File: src/rtl/sfa_pkg.sv
// Shared definitions for the sweep frame aligner.
// Assumes the signature byte layout: bits [7:5] set, bit 4 free, bits [3:0] clear.
package sfa_pkg;

    typedef enum logic [1:0] {
        ST_SEARCH = 2'd0,
        ST_VERIFY = 2'd1,
        ST_LOCKED = 2'd2
    } lock_state_t;

    localparam logic [7:0] SIG_MASK  = 8'hEF;
    localparam logic [7:0] SIG_VALUE = 8'hE0;

    // True when a byte carries the filler-column pattern (bit 4 ignored).
    function automatic logic sig_byte_match(input logic [7:0] b);
        return (b & SIG_MASK) == SIG_VALUE;
    endfunction

endpackage

File: src/rtl/sfa_sig_detect.sv
// Sliding two-byte signature comparator.
// Raises sig_hit_o combinationally on an accepted byte that matches the
// pattern when the previously accepted byte matched as well.
// Assumes bytes are only meaningful when in_valid_i is high.
module sfa_sig_detect
    import sfa_pkg::*;
(
    input  logic       clk,
    input  logic       rst_n,
    input  logic       in_valid_i,
    input  logic [7:0] in_byte_i,
    output logic       sig_hit_o
);

    logic prev_match_q;
    logic cur_match;

    // Pattern test of the byte currently presented.
    always_comb cur_match = sig_byte_match(in_byte_i);

    // Remember whether the last accepted byte matched.
    always_ff @(posedge clk) begin
        if (!rst_n) begin
            prev_match_q <= 1'b0;
        end else if (in_valid_i) begin
            prev_match_q <= cur_match;
        end
    end

    // Signature completes on the second of two matching accepted bytes.
    always_comb sig_hit_o = in_valid_i && prev_match_q && cur_match;

endmodule

File: src/rtl/sfa_lock_ctrl.sv
// Frame phase tracker and lock state machine.
// Keeps pos_o, the frame position of the byte presented now. It jumps to the
// signature phase when a candidate is taken and otherwise wraps every frame.
// Lock needs two signatures one frame apart. Lock is released after MISS_LIMIT
// consecutive missing signatures.
// Assumes sig_hit_i is qualified by in_valid_i.
module sfa_lock_ctrl
    import sfa_pkg::*;
#(
    parameter int FRAME_BYTES = 1124,
    parameter int SIG_POS     = 1121,
    parameter int MISS_LIMIT  = 2,
    parameter int POS_W       = $clog2(FRAME_BYTES)
) (
    input  logic             clk,
    input  logic             rst_n,
    input  logic             in_valid_i,
    input  logic             sig_hit_i,
    output logic [POS_W-1:0] pos_o,
    output logic             locked_o
);

    localparam int MISS_W = $clog2(MISS_LIMIT + 1);
    localparam logic [POS_W-1:0]  LAST_POS  = POS_W'(FRAME_BYTES - 1);
    localparam logic [POS_W-1:0]  SIG_AT    = POS_W'(SIG_POS);
    localparam logic [POS_W-1:0]  AFTER_SIG = POS_W'(SIG_POS + 1);
    localparam logic [MISS_W-1:0] MISS_LAST = MISS_W'(MISS_LIMIT - 1);

    lock_state_t       state_q, state_d;
    logic [POS_W-1:0]  pos_q, pos_d;
    logic [MISS_W-1:0] miss_q, miss_d;
    logic              at_sig;

    // Is the byte presented now at the expected signature slot.
    always_comb at_sig = (pos_q == SIG_AT);

    // Next frame position: re-phase on a new candidate, else wrap-increment.
    always_comb begin
        pos_d = pos_q;
        if (in_valid_i) begin
            if (state_q == ST_SEARCH && sig_hit_i) begin
                pos_d = AFTER_SIG;
            end else if (pos_q == LAST_POS) begin
                pos_d = '0;
            end else begin
                pos_d = pos_q + 1'b1;
            end
        end
    end

    // Lock state transitions, evaluated only on accepted bytes.
    always_comb begin
        state_d = state_q;
        miss_d  = miss_q;
        if (in_valid_i) begin
            unique case (state_q)
                ST_SEARCH: begin
                    if (sig_hit_i) begin
                        state_d = ST_VERIFY;
                    end
                end
                ST_VERIFY: begin
                    if (at_sig) begin
                        state_d = sig_hit_i ? ST_LOCKED : ST_SEARCH;
                        miss_d  = '0;
                    end
                end
                ST_LOCKED: begin
                    if (at_sig) begin
                        if (sig_hit_i) begin
                            miss_d = '0;
                        end else if (miss_q == MISS_LAST) begin
                            state_d = ST_SEARCH;
                            miss_d  = '0;
                        end else begin
                            miss_d = miss_q + 1'b1;
                        end
                    end
                end
                default: begin
                    state_d = ST_SEARCH;
                    miss_d  = '0;
                end
            endcase
        end
    end

    // State, position and miss counter registers.
    always_ff @(posedge clk) begin
        if (!rst_n) begin
            state_q <= ST_SEARCH;
            pos_q   <= '0;
            miss_q  <= '0;
        end else begin
            state_q <= state_d;
            pos_q   <= pos_d;
            miss_q  <= miss_d;
        end
    end

    // Export position of the presented byte and the lock flag.
    always_comb begin
        pos_o    = pos_q;
        locked_o = (state_q == ST_LOCKED);
    end

    AST_LOCK_NEEDS_HIT: assert property (@(posedge clk) disable iff (!rst_n)
        $rose(locked_o) |-> $past(sig_hit_i));

    AST_DROP_NEEDS_MISS: assert property (@(posedge clk) disable iff (!rst_n)
        ($fell(locked_o) && $past(rst_n)) |-> $past(in_valid_i && at_sig && !sig_hit_i));

    AST_IDLE_KEEPS_LOCK: assert property (@(posedge clk) disable iff (!rst_n)
        (!in_valid_i && locked_o) |=> locked_o);

endmodule

File: src/rtl/sfa_unpack.sv
// Image byte unpacker and telemetry latch.
// Converts the frame position of an accepted byte into a column number and
// a pair index. It splits the byte into odd-row and even-row pixels with their
// row numbers, and captures the two telemetry bytes of the filler column.
// Assumes pos_i and locked_i describe the byte presented in this cycle.
module sfa_unpack #(
    parameter int N_COLS = 280,
    parameter int PAIRS  = 4,
    parameter int POS_W  = 11,
    parameter int COL_W  = 9,
    parameter int ROW_W  = 4,
    parameter int NIB_W  = 4
) (
    input  logic               clk,
    input  logic               rst_n,
    input  logic               in_valid_i,
    input  logic [2*NIB_W-1:0] in_byte_i,
    input  logic [POS_W-1:0]   pos_i,
    input  logic               locked_i,
    output logic               px_valid_o,
    output logic [NIB_W-1:0]   px_odd_o,
    output logic [NIB_W-1:0]   px_even_o,
    output logic [ROW_W-1:0]   row_odd_o,
    output logic [ROW_W-1:0]   row_even_o,
    output logic [COL_W-1:0]   col_o,
    output logic               frame_done_o,
    output logic [NIB_W-1:0]   tel_r_o,
    output logic [NIB_W-1:0]   tel_n_o,
    output logic [NIB_W-1:0]   tel_t_o,
    output logic [NIB_W-1:0]   tel_p_o
);

    localparam int PAIR_W = (PAIRS > 1) ? $clog2(PAIRS) : 1;
    localparam int IMG_BYTES = N_COLS * PAIRS;
    localparam logic [POS_W-1:0] IMG_END = POS_W'(IMG_BYTES);
    localparam logic [POS_W-1:0] TEL_A   = POS_W'(IMG_BYTES + 2);
    localparam logic [POS_W-1:0] TEL_B   = POS_W'(IMG_BYTES + 3);

    logic [COL_W-1:0]    col_calc;
    logic [PAIR_W-1:0]   pair_calc;
    logic                take_px;
    logic                take_a;
    logic                take_b;
    logic [2*NIB_W-1:0]  tel_a_stage_q;

    // Column and pair from position: shift for power-of-two pairs, else divide.
    generate
        if ((PAIRS & (PAIRS - 1)) == 0) begin : g_shift
            assign col_calc  = COL_W'((pos_i >> PAIR_W) + 1'b1);
            assign pair_calc = pos_i[PAIR_W-1:0];
        end else begin : g_div
            assign col_calc  = COL_W'(32'(pos_i) / PAIRS + 1);
            assign pair_calc = PAIR_W'(32'(pos_i) % PAIRS);
        end
    endgenerate

    // Qualify image and telemetry bytes of a locked frame.
    always_comb begin
        take_px = in_valid_i && locked_i && (pos_i < IMG_END);
        take_a  = in_valid_i && locked_i && (pos_i == TEL_A);
        take_b  = in_valid_i && locked_i && (pos_i == TEL_B);
    end

    // Registered pixel pair with row and column labels.
    always_ff @(posedge clk) begin
        if (!rst_n) begin
            px_valid_o <= 1'b0;
            px_odd_o   <= '0;
            px_even_o  <= '0;
            row_odd_o  <= '0;
            row_even_o <= '0;
            col_o      <= '0;
        end else begin
            px_valid_o <= take_px;
            if (take_px) begin
                px_odd_o   <= in_byte_i[2*NIB_W-1:NIB_W];
                px_even_o  <= in_byte_i[NIB_W-1:0];
                row_odd_o  <= ROW_W'({pair_calc, 1'b1});
                row_even_o <= ROW_W'({pair_calc, 1'b0}) + ROW_W'(2);
                col_o      <= col_calc;
            end
        end
    end

    // Stage the first telemetry byte, publish both with the done pulse.
    always_ff @(posedge clk) begin
        if (!rst_n) begin
            tel_a_stage_q <= '0;
            frame_done_o  <= 1'b0;
            tel_r_o       <= '0;
            tel_n_o       <= '0;
            tel_t_o       <= '0;
            tel_p_o       <= '0;
        end else begin
            frame_done_o <= take_b;
            if (take_a) begin
                tel_a_stage_q <= in_byte_i;
            end
            if (take_b) begin
                tel_r_o <= tel_a_stage_q[2*NIB_W-1:NIB_W];
                tel_n_o <= tel_a_stage_q[NIB_W-1:0];
                tel_t_o <= in_byte_i[2*NIB_W-1:NIB_W];
                tel_p_o <= in_byte_i[NIB_W-1:0];
            end
        end
    end

    AST_PX_NEEDS_LOCK: assert property (@(posedge clk) disable iff (!rst_n)
        px_valid_o |-> $past(locked_i));

    AST_PX_NEEDS_BYTE: assert property (@(posedge clk) disable iff (!rst_n)
        px_valid_o |-> $past(in_valid_i));

    AST_COL_IN_RANGE: assert property (@(posedge clk) disable iff (!rst_n)
        px_valid_o |-> (col_o >= COL_W'(1) && col_o <= COL_W'(N_COLS)));

    AST_DONE_NOT_PIXEL: assert property (@(posedge clk) disable iff (!rst_n)
        frame_done_o |-> !px_valid_o);

    AST_TEL_STABLE: assert property (@(posedge clk) disable iff (!rst_n)
        (!frame_done_o && $past(rst_n)) |-> $stable({tel_r_o, tel_n_o, tel_t_o, tel_p_o}));

endmodule

File: src/rtl/sweep_frame_aligner.sv
// Top level of the sweep sensor frame aligner.
// Finds the frame phase from the filler-column signature and locks to it.
// While locked, labels image bytes with column and row, splits them into
// pixels, and reports the filler-column telemetry once per frame.
// Assumes one sensor byte per cycle at most, qualified by in_valid.
module sweep_frame_aligner #(
    parameter int N_COLS      = 280,
    parameter int PAIRS       = 4,
    parameter int FILLER_LEN  = 4,
    parameter int MISS_LIMIT  = 2,
    localparam int NIB_W       = 4,
    localparam int FRAME_BYTES = N_COLS * PAIRS + FILLER_LEN,
    localparam int POS_W       = $clog2(FRAME_BYTES),
    localparam int COL_W       = $clog2(N_COLS + 1),
    localparam int ROW_W       = $clog2(2 * PAIRS + 1)
) (
    input  logic               clk,
    input  logic               rst_n,
    input  logic               in_valid,
    input  logic [2*NIB_W-1:0] in_byte,
    output logic               locked,
    output logic               px_valid,
    output logic [NIB_W-1:0]   px_odd,
    output logic [NIB_W-1:0]   px_even,
    output logic [ROW_W-1:0]   row_odd,
    output logic [ROW_W-1:0]   row_even,
    output logic [COL_W-1:0]   col,
    output logic               frame_done,
    output logic [NIB_W-1:0]   tel_r,
    output logic [NIB_W-1:0]   tel_n,
    output logic [NIB_W-1:0]   tel_t,
    output logic [NIB_W-1:0]   tel_p
);

    localparam int SIG_POS = N_COLS * PAIRS + 1;

    logic             sig_hit;
    logic [POS_W-1:0] pos;

    sfa_sig_detect u_sig_detect (
        .clk        (clk),
        .rst_n      (rst_n),
        .in_valid_i (in_valid),
        .in_byte_i  (in_byte),
        .sig_hit_o  (sig_hit)
    );

    sfa_lock_ctrl #(
        .FRAME_BYTES (FRAME_BYTES),
        .SIG_POS     (SIG_POS),
        .MISS_LIMIT  (MISS_LIMIT),
        .POS_W       (POS_W)
    ) u_lock_ctrl (
        .clk        (clk),
        .rst_n      (rst_n),
        .in_valid_i (in_valid),
        .sig_hit_i  (sig_hit),
        .pos_o      (pos),
        .locked_o   (locked)
    );

    sfa_unpack #(
        .N_COLS (N_COLS),
        .PAIRS  (PAIRS),
        .POS_W  (POS_W),
        .COL_W  (COL_W),
        .ROW_W  (ROW_W),
        .NIB_W  (NIB_W)
    ) u_unpack (
        .clk          (clk),
        .rst_n        (rst_n),
        .in_valid_i   (in_valid),
        .in_byte_i    (in_byte),
        .pos_i        (pos),
        .locked_i     (locked),
        .px_valid_o   (px_valid),
        .px_odd_o     (px_odd),
        .px_even_o    (px_even),
        .row_odd_o    (row_odd),
        .row_even_o   (row_even),
        .col_o        (col),
        .frame_done_o (frame_done),
        .tel_r_o      (tel_r),
        .tel_n_o      (tel_n),
        .tel_t_o      (tel_t),
        .tel_p_o      (tel_p)
    );

endmodule

File: config.mk
export PLATFORM = sky130hd
export DESIGN_NAME = sweep_frame_aligner
export DESIGN_NICKNAME = d
export VERILOG_FILES = /design/src/rtl/sfa_pkg.sv /design/src/rtl/sfa_sig_detect.sv /design/src/rtl/sfa_lock_ctrl.sv /design/src/rtl/sfa_unpack.sv /design/src/rtl/sweep_frame_aligner.sv
export SDC_FILE = /design/constraint.sdc
export NUM_CORES = 1
export LEC_CHECK = 0
export ABC_AREA = 1
export BUFFER_PORTS_ARGS = -buffer_cell sky130_fd_sc_hd__buf_2
export CORE_MARGIN = 3
export CORE_UTILIZATION = 55
export CTS_CLUSTER_SIZE = 20
export DETAILED_ROUTE_END_ITERATION = 8
export PLACE_DENSITY = 0.86
export SLEW_MARGIN = 10
export SYNTH_ARGS = -nofsm -noshare
export SYNTH_HDL_FRONTEND = slang
export SYNTH_HIERARCHICAL = 1
export SYNTH_SLANG_ARGS = --single-unit
File: constraint.sdc
create_clock -name clk -period 2 [get_ports clk]
set_input_delay 0.2 -clock clk [delete_from_list [all_inputs] [get_ports clk]]
set_output_delay 0.2 -clock clk [all_outputs]
set_load 0.02 [all_outputs]
# --- Word-level counts from Yosys, hierarchy flattened ---
# Index checks and enable logic that the tools add are counted.
totals:
  ff_bits: 66
  input_bits: 11
  output_inout_bits: 44
  word_cells: 58
op_classes:
  addsub: 4
  order_cmp: 1
  eq_ne: 12
  mux: 14
  bitwise_logic: 1
  reduce_logical: 10
ops:
  columns: ["operator", "count"]
  rows:
  - ["$eq A11 B11 Y1 const B", 3]
  - ["$mux W11", 2]
  - ["$mux W2", 10]
  - ["$pmux W2 S3", 2]
  - ["$add A11 B1 Y11 const B", 1]
  - ["$lt A11 B11 Y1 const B", 1]
  - ["$add A9 B1 Y9 const B", 1]
  - ["$eq A7 B7 Y1 const B", 1]
  - ["$logic_and A1 B1 Y1", 7]
  - ["$ne A2 B2 Y1 const B", 3]
  - ["$reduce_and A6 Y1", 1]
  - ["$add A3 B2 Y4 const B", 1]
  - ["$eq A2 B1 Y1 const B", 2]
  - ["$ne A2 B1 Y1 const B", 2]
  - ["$reduce_and A4 Y1", 1]
  - ["$add A2 B1 Y2 const B", 1]
  - ["$eq A2 B2 Y1 const B", 1]
  - ["$logic_not A2 Y1", 1]
  - ["$not A1 Y1", 1]

# --- Longest topological paths before layout ---
# Gate-level depths: netlist (run 1).
logic_depth:
  depth_word: 5
  depth_mapped: 13
  ltp_nobuf: 13

# --- Hierarchy ---
# Netlist (run 1), hierarchy kept.
modules_own_cells:
  columns: ["mod", "instances", "cells_per_inst", "area_each_um2", "seq_area_each_um2"]
  rows:
  - ["sfa_unpack", 1, 273, 2089.5, 980.9]
  - ["sfa_lock_ctrl", 1, 135, 882.1, 300.3]
  - ["sfa_sig_detect", 1, 17, 87.6, 20.0]

# --- Worst setup path before layout (run 1) ---
# Ideal clock, no wire load.
synth_timing:
  path_kind: "reg-to-reg"
  startpoint: "register u_lock_ctrl.state_q[1]"
  endpoint: "register u_unpack.tel_n_o[0]"
  setup_time_ps: 115
  t_arrival_ps: 1567
  t_required_ps: 1885
  path_slack_ps: 318
  stages_incl_launch_ff: 9
  n_path_buf: 1
  synth_period_minus_slack_ps: 1682
  path_cell_list: "dfxtp_1 > inv_1 > nor2_2 > nand2_2 > nor3b_4 > nand2_4 > buf_6 > o21ai_1 > nor2_1"
synth_between:
  elab_chain_len: 3
synth_lines:
  columns: ["element", "line_no", "text"]
  rows:
  - ["start, declared", "sfa_lock_ctrl.sv:29", "lock_state_t state_q, state_d;"]
  - ["start signal, assigned", "sfa_lock_ctrl.sv:95", "state_q <= state_d;"]
  - ["$eq A2 B2 Y1", "sfa_lock_ctrl.sv:104", "locked_o = (state_q == ST_LOCKED);"]
  - ["net locked", "sweep_frame_aligner.sv:21", "output logic locked,"]
  - ["$logic_and A1 B1 Y1 (2 in a row)", "sfa_unpack.sv:61", "take_b = in_valid_i && locked_i && (pos_i == TEL_B);"]
  - ["end signal, assigned", "sfa_unpack.sv:101", "tel_n_o <= tel_a_stage_q[NIB_W-1:0];"]
  - ["end, declared", "sfa_unpack.sv:28", "output logic [NIB_W-1:0] tel_n_o,"]
# The timed path passes the listed nets, and every way through them passes these cells.
# A chain may end at the register's enable or synchronous reset.

# --- Final worst setup path (run 1) ---
layout_timing:
  startpoint: "register u_lock_ctrl.state_q[1]"
  endpoint: "register u_unpack.tel_a_stage_q[7]"
layout_between:
  elab_chain_len: 3
layout_lines:
  columns: ["element", "line_no", "text"]
  rows:
  - ["$eq A2 B2 Y1", "sfa_lock_ctrl.sv:104", null]
  - ["$logic_and A1 B1 Y1 (2 in a row)", "sfa_unpack.sv:60", "take_a = in_valid_i && locked_i && (pos_i == TEL_A);"]
  - ["end signal, assigned", "sfa_unpack.sv:97", "tel_a_stage_q <= in_byte_i;"]
  - ["end, declared", "sfa_unpack.sv:44", "logic [2*NIB_W-1:0] tel_a_stage_q;"]
# Every way passes these cells.

==> metrics.yaml, run 1 <==
diodes: 0
floorplan.die_area_mm2: 0.00649
final_antenna_net_count: 0
clock_path_buffers: 2
multi_input_area_mm2: 0.00151
drc: 0
cp_top_family: "simple AND/OR/NAND/NOR gates"
clock_latency_ns: 0.35
rsz0062_at_grt: "false"
synth-xor-area-share_pct: 2.00
slew_viol_final: 0
yosys_warnings: 6
drt-total-wl_um: 6870
final_cell_mix: "nor2_1 (92), nand2_1 (69), dfxtp_1 (65), buf_2 (52), inv_1 (36)"
rows: 26
viasPerCell: 5.18
grt_antenna_before_repair: 0
dr.pass1.iters: 4
hold_depth: 3
status: "completed"
cts_made_buffers: 9
post-route-min-period_ns: 1.75
area_growth_pct: 17.1
final_layout_size_suffix_gt1_share_pct: 21.2
cts_num_sinks: 65
period_share_pct: 87.3
synth_top_family_by_area: "simple AND/OR/NAND/NOR gates"
cts_tree: "built"
die_x_um: 80.6
cts_resized: 0
cap_violations: 0
worst-r2r-setup-slack_ns: 0.25
synth-compound-area-share_pct: 14.4
power_leakage_uw: 0.00164
vias: 2880
clkTransAtPathRegs_ns: 0.08
netlist.area_leader.share_pct: 42.5
seq_area_mm2: 0.00130
cts_htree_levels: 3
muxShareOfSynthArea_pct: 0
hold_buffers: 0
ff2ff_path_depth: 9
max-vdd-ir-drop_mv: 0.430
grt_pass1_vias: 2618
critical_path_buf_inv_count: 2
power.density_mw_per_mm2: 713
start_util_pct: 58.4
final.fill_count: 443
root_buffer: "clkbuf_8"
fin_nets: 498
setup_viol: 0
hold_end: "u_unpack/tel_t_o[0]"
totalPowerFinal_uw: 2550
synthDistinctLibCells: 35
num_io_pins: 55
worst-endpoint-arrival_ns: 1.99
r2r-start: "u_lock_ctrl/state_q[1]"
finClkSkew_ns: 0.00883
critPathLaunchType: "flop"
path_cells: "inv_1, nor2_2, nand2_2, inv_2, nand2_1, nor2_4, nand2_1, o21ai_0, nor2_1"
fmax_mhz: 573
portBuffers: 52
grt_overflow: 0
holdWs_ns: 0.123
globalplace.congestion: 0.875
post-route-util_pct: 68.4
cp_data_required_time_ns: 2.24
crit_top_cell: "nand2_1"
fin_tns_setup_ns: 0
post-cts-setup-buffer-count: 0
final_common_cell: "nor2_1"
largest_reg_flops: 11
core_area_mm2: 0.00524
gr-usage-all-layers_pct: 22.8
synth_area_mm2: 0.00306
drt_iter0_drc: 163
path_max_fanout: 9
min_path_type: "primary input to flop"
final-hold-violation-count: 0
die_y_um: 80.6
placed_cells: 540
synthTopCellsByArea: "dfxtp_1 (43%), nor2_1 (11%), nand2_1 (8.5%)"
netlist_instances: 425
rr_endpoint: "u_unpack/tel_a_stage_q[7]"
endpoint_kind: "flop"
hold_path_startpoint: "in_byte[4]"
synth_seq_cells: 65
synth.largest_area_cell: "dfxtp_1"
hpwlAfterDp_um: 4890
final_cells: 556
grt_pass1_wl_um: 11400
synthAdderAreaFrac_pct: 2.45
grt_max_degree: 36
synth.avg_cell_area_um2: 7.20
ys_seq_area_share_pct: 42.5
crit_type: "flop to flop"
max_stage_delay_ns: 0.33
synth-simple-area-share_pct: 30.4
wl_per_cell_um: 12.4
slowest_stage: "dfxtp_1"
-- cells by family (layout without fill, tap and decap cells) --
logic type | count (synthesis) | count (layout)
other cells | 1 | 2
buf+inv | 55 | 115
simple gates | 209 | 209
flops | 65 | 65
xor+xnor | 7 | 7
fa+ha+maj | 6 | 6
compound gates | 82 | 82
-- cells in the mapped netlist --
| cell type | number |
|---|---|
| a21oi_4 | 1 |
| xor2_1 | 6 |
| a21oi_1 | 33 |
| o21bai_1 | 2 |
| nand3b_1 | 1 |
| inv_2 | 3 |
| buf_6 | 1 |
| nand2_4 | 1 |
| dfxtp_1 | 65 |
| nor3_1 | 2 |
| nor3_4 | 1 |
| nand2_1 | 69 |
| nand3_1 | 21 |
| or2_0 | 1 |
| nor2_1 | 92 |
| nor3b_4 | 1 |
| nor2_2 | 4 |
| nand3_2 | 2 |
| xnor2_1 | 1 |
| inv_1 | 36 |
| nor2_4 | 1 |
| nand4_1 | 3 |
| nor2_8 | 1 |
| o22ai_1 | 1 |
| a21oi_2 | 3 |
| o21ai_0 | 31 |
| clkbuf_1 | 4 |
| o21ai_1 | 11 |
| buf_4 | 8 |
| nand2_2 | 8 |
| or2_2 | 1 |
| conb_1 | 1 |
| buf_2 | 2 |
| clkbuf_2 | 1 |
| ha_1 | 6 |
-- worst max path at each step --
stage	end	depth (start not counted)	from	slack, ns
2_1_floorplan	u_unpack/tel_n_o[0]	8	u_lock_ctrl/state_q[1]	0.32
3_3_place_gp	u_unpack/tel_a_stage_q[2]	9	u_lock_ctrl/state_q[1]	0.39
3_5_place_dp	u_unpack/tel_a_stage_q[4]	9	u_lock_ctrl/state_q[1]	0.32
4_1_cts	u_unpack/tel_a_stage_q[4]	9	u_lock_ctrl/state_q[1]	0.30
5_1_grt	u_unpack/tel_a_stage_q[4]	9	u_lock_ctrl/state_q[1]	0.05
6_report	u_unpack/tel_a_stage_q[7]	9	u_lock_ctrl/state_q[1]	0.25
-- tightest hold or removal path: stages --
cell     delay [ns]
buf_2          0.10
o21ai_1        0.07
nor2_1         0.07
-- metal layers --
layer | up-vias | share of wire [%] | global-route usage, % | wire length (um)
met5 | - | 0 | 0 | 0
met4 | 0 | 1.8 | 12.3 | 125
met2 | 82 | 49 | 37.1 | 3350
met3 | 15 | 6.8 | 5.61 | 467
met1 | 1322 | 43 | 27.6 | 2930
li1 | 1461 | - | - | -
-- layout make-up --
type / instances / area share (%)
flip-flops and latches: 65 / 36.3
clock inverters: 7 / 2.16
well taps: 70 / 2.44
clock buffers: 9 / 3.46
multi-input cells: 306 / 42.2
inverters: 39 / 4.09
repair buffers: 60 / 9.29
-- report_power, final --
| part | total, uW | internal [uW] | switching, uW |
|---|---|---|---|
| sequential | 1310 | 1300 | 13.0 |
| combinational | 122 | 41.5 | 80.4 |
| clock | 1120 | 585 | 535 |
| total | 2550 | 1930 | 628 |
-- through the flow --
step / area [um2] / setup WS [ns]
floorplan: 3060 / 0.318
global placement: 3380 / 0.391
detailed placement: 3380 / 0.316
CTS: 3580 / 0.300
global route: 3580 / 0.0460
finish: 3580 / 0.254
Note: power is estimated with default switching activity, not from simulation.
==> run 2, diff against run 1 <==
--- a/config.mk
+++ b/config.mk
@@ -8,3 +8,3 @@
 export ABC_AREA = 1
-export BUFFER_PORTS_ARGS = -buffer_cell sky130_fd_sc_hd__buf_2
+export BUFFER_PORTS_ARGS = -buffer_cell sky130_fd_sc_hd__buf_4
 export CORE_MARGIN = 3
==> constraint.sdc (replaced) <==
create_clock -name clk -period 1.95 [get_ports clk]
set_input_delay 0.195 -clock clk [delete_from_list [all_inputs] [get_ports clk]]
set_output_delay 0.195 -clock clk [all_outputs]
set_load 0.01 [all_outputs]
==> run 2 against run 1 <==
Compared with the run above: utilization up 2.3 points; register-to-register slack hardly changed; total power rose by 3.0%; clock power grew 4%; non-clock buffer count down 1; combinational power increased by 4%; largest cell class unchanged.
==> metrics.yaml, run 2 (synthesized netlist as in run 1, its figures left out) <==
cp_data_required_time_ns: 2.19
floorplan.die_area_mm2: 0.00649
num_io_pins: 55
final_antenna_net_count: 0
grt_max_degree: 59
diodes: 0
cap_violations: 0
core_area_mm2: 0.00524
post-route-min-period_ns: 1.69
cts_htree_levels: 3
start_util_pct: 58.4
worstMarginPinSlew_ns: 0.498
min_path_type: "primary input to flop"
post-route-util_pct: 70.7
fin_nets: 497
period_share_pct: 86.7
final_layout_size_suffix_gt1_share_pct: 21.2
worst-r2r-setup-slack_ns: 0.26
drt-total-wl_um: 7360
grt_antenna_before_repair: 0
worst-endpoint-arrival_ns: 1.94
grt_overflow: 0
globalplace.congestion: 0.882
largest_reg_flops: 11
setup_viol: 0
hold_buffers: 0
post-cts-setup-buffer-count: 0
root_buffer: "clkbuf_8"
status: "completed"
cts_resized: 0
final_cell_mix: "nor2_1 (92), nand2_1 (68), dfxtp_1 (65), buf_4 (59), inv_1 (36)"
clkTransAtPathRegs_ns: 0.08
fmax_mhz: 591
relSlewSlack_pct: 66.7
die_x_um: 80.6
critPathLaunchType: "flop"
hpwlAfterDp_um: 5090
cts_num_sinks: 65
rr_endpoint: "u_unpack/tel_a_stage_q[1]"
path_max_fanout: 9
max-vdd-ir-drop_mv: 0.420
endpoint: "u_unpack/tel_a_stage_q[1]"
grt_pass1_vias: 2655
power.density_mw_per_mm2: 711
endpoint_kind: "flop"
finClkSkew_ns: 0.0109
gr-usage-all-layers_pct: 23.8
clock_latency_ns: 0.35
ff2ff_path_depth: 9
cts_tree: "built"
cts_made_buffers: 9
crit_type: "flop to flop"
dr.pass1.iters: 4
fin_tns_setup_ns: 0
totalPowerFinal_uw: 2630
rsz0062_at_grt: "false"
r2r-start: "u_lock_ctrl/state_q[1]"
vias: 2894
drc: 0
viasPerCell: 5.21
rows: 26
slew_viol_final: 0
die_y_um: 80.6
final_cells: 555
drt_iter0_drc: 229
final-hold-violation-count: 0
placed_cells: 539
portBuffers: 52
area_growth_pct: 21.1
wl_per_cell_um: 13.3
clock_path_buffers: 2
grt_pass1_wl_um: 12000
power_leakage_uw: 0.00164
final_common_cell: "nor2_1"
cp-startpoint: "u_lock_ctrl/state_q[1]"
-- run 2: changes by cell type in the layout (fill, tap and decap cells not counted), sizes merged --
cell,previous run,this run
buf,60,59
clkinv,3,4
inv,41,40
-- run 2: critical path, cell delays in order (launching register included) --
cell,delay [ns]
dfxtp_1,0.33
inv_1,0.09
nor2_4,0.16
nand2_2,0.14
inv_2,0.14
nand2_1,0.10
nor2_4,0.22
nand2_2,0.14
o21ai_0,0.19
nor2_1,0.07
-- run 2: power breakdown --
group          internal [uW]  switching [uW]
registers               1330            13.8
clock network            602             556
logic                   44.9            82.5
-- run 2: area by class of cell --
cell class / count / area, um2
Tap cell: 70 / 87.6
Sequential cell: 65 / 1300
Clock buffer: 9 / 124
Inverter: 39 / 146
Timing Repair Buffer: 59 / 443
Fill cell: 425 / 1530
Clock inverter: 7 / 80.1
Multi-Input combinational cell: 306 / 1520
-- run 2: worst min-delay path by stage --
| stage | start | endpoint | cells after the start |
|---|---|---|---|
| after global routing | in_byte[4] | u_unpack/px_odd_o[0] | 3 |
| after floorplan | rst_n | u_sig_detect/prev_match_q | 2 |
| after CTS | in_byte[4] | u_unpack/tel_t_o[0] | 3 |
| after global placement | u_lock_ctrl/miss_q[1] | u_lock_ctrl/miss_q[1] | 2 |
| after detailed placement | u_lock_ctrl/miss_q[1] | u_lock_ctrl/miss_q[1] | 2 |
| final | in_byte[4] | u_unpack/tel_a_stage_q[4] | 3 |
-- run 2: metrics by stage --
step | worst slack (ns) | hold WS [ns] | cell area, um2
finish | 0.259 | 0.101 | 3700
global placement | 0.232 | 0.430 | 3490
floorplan | 0.366 | 0.317 | 3060
CTS | 0.136 | 0.0985 | 3700
detailed placement | 0.168 | 0.432 | 3490
global route | 0.0598 | 0.141 | 3700
-- run 2: routing by layer --
metal / vias to the layer above / share of wire, % / wire length [um] / GRT usage, %
li1: 1471 / - / - / -
met3: 11 / 6.5 / 482 / 3.48
met4: 0 / 1.7 / 125 / 12.5
met2: 82 / 50 / 3690 / 39.2
met1: 1330 / 42 / 3070 / 29.9
met5: - / 0 / 0 / 0
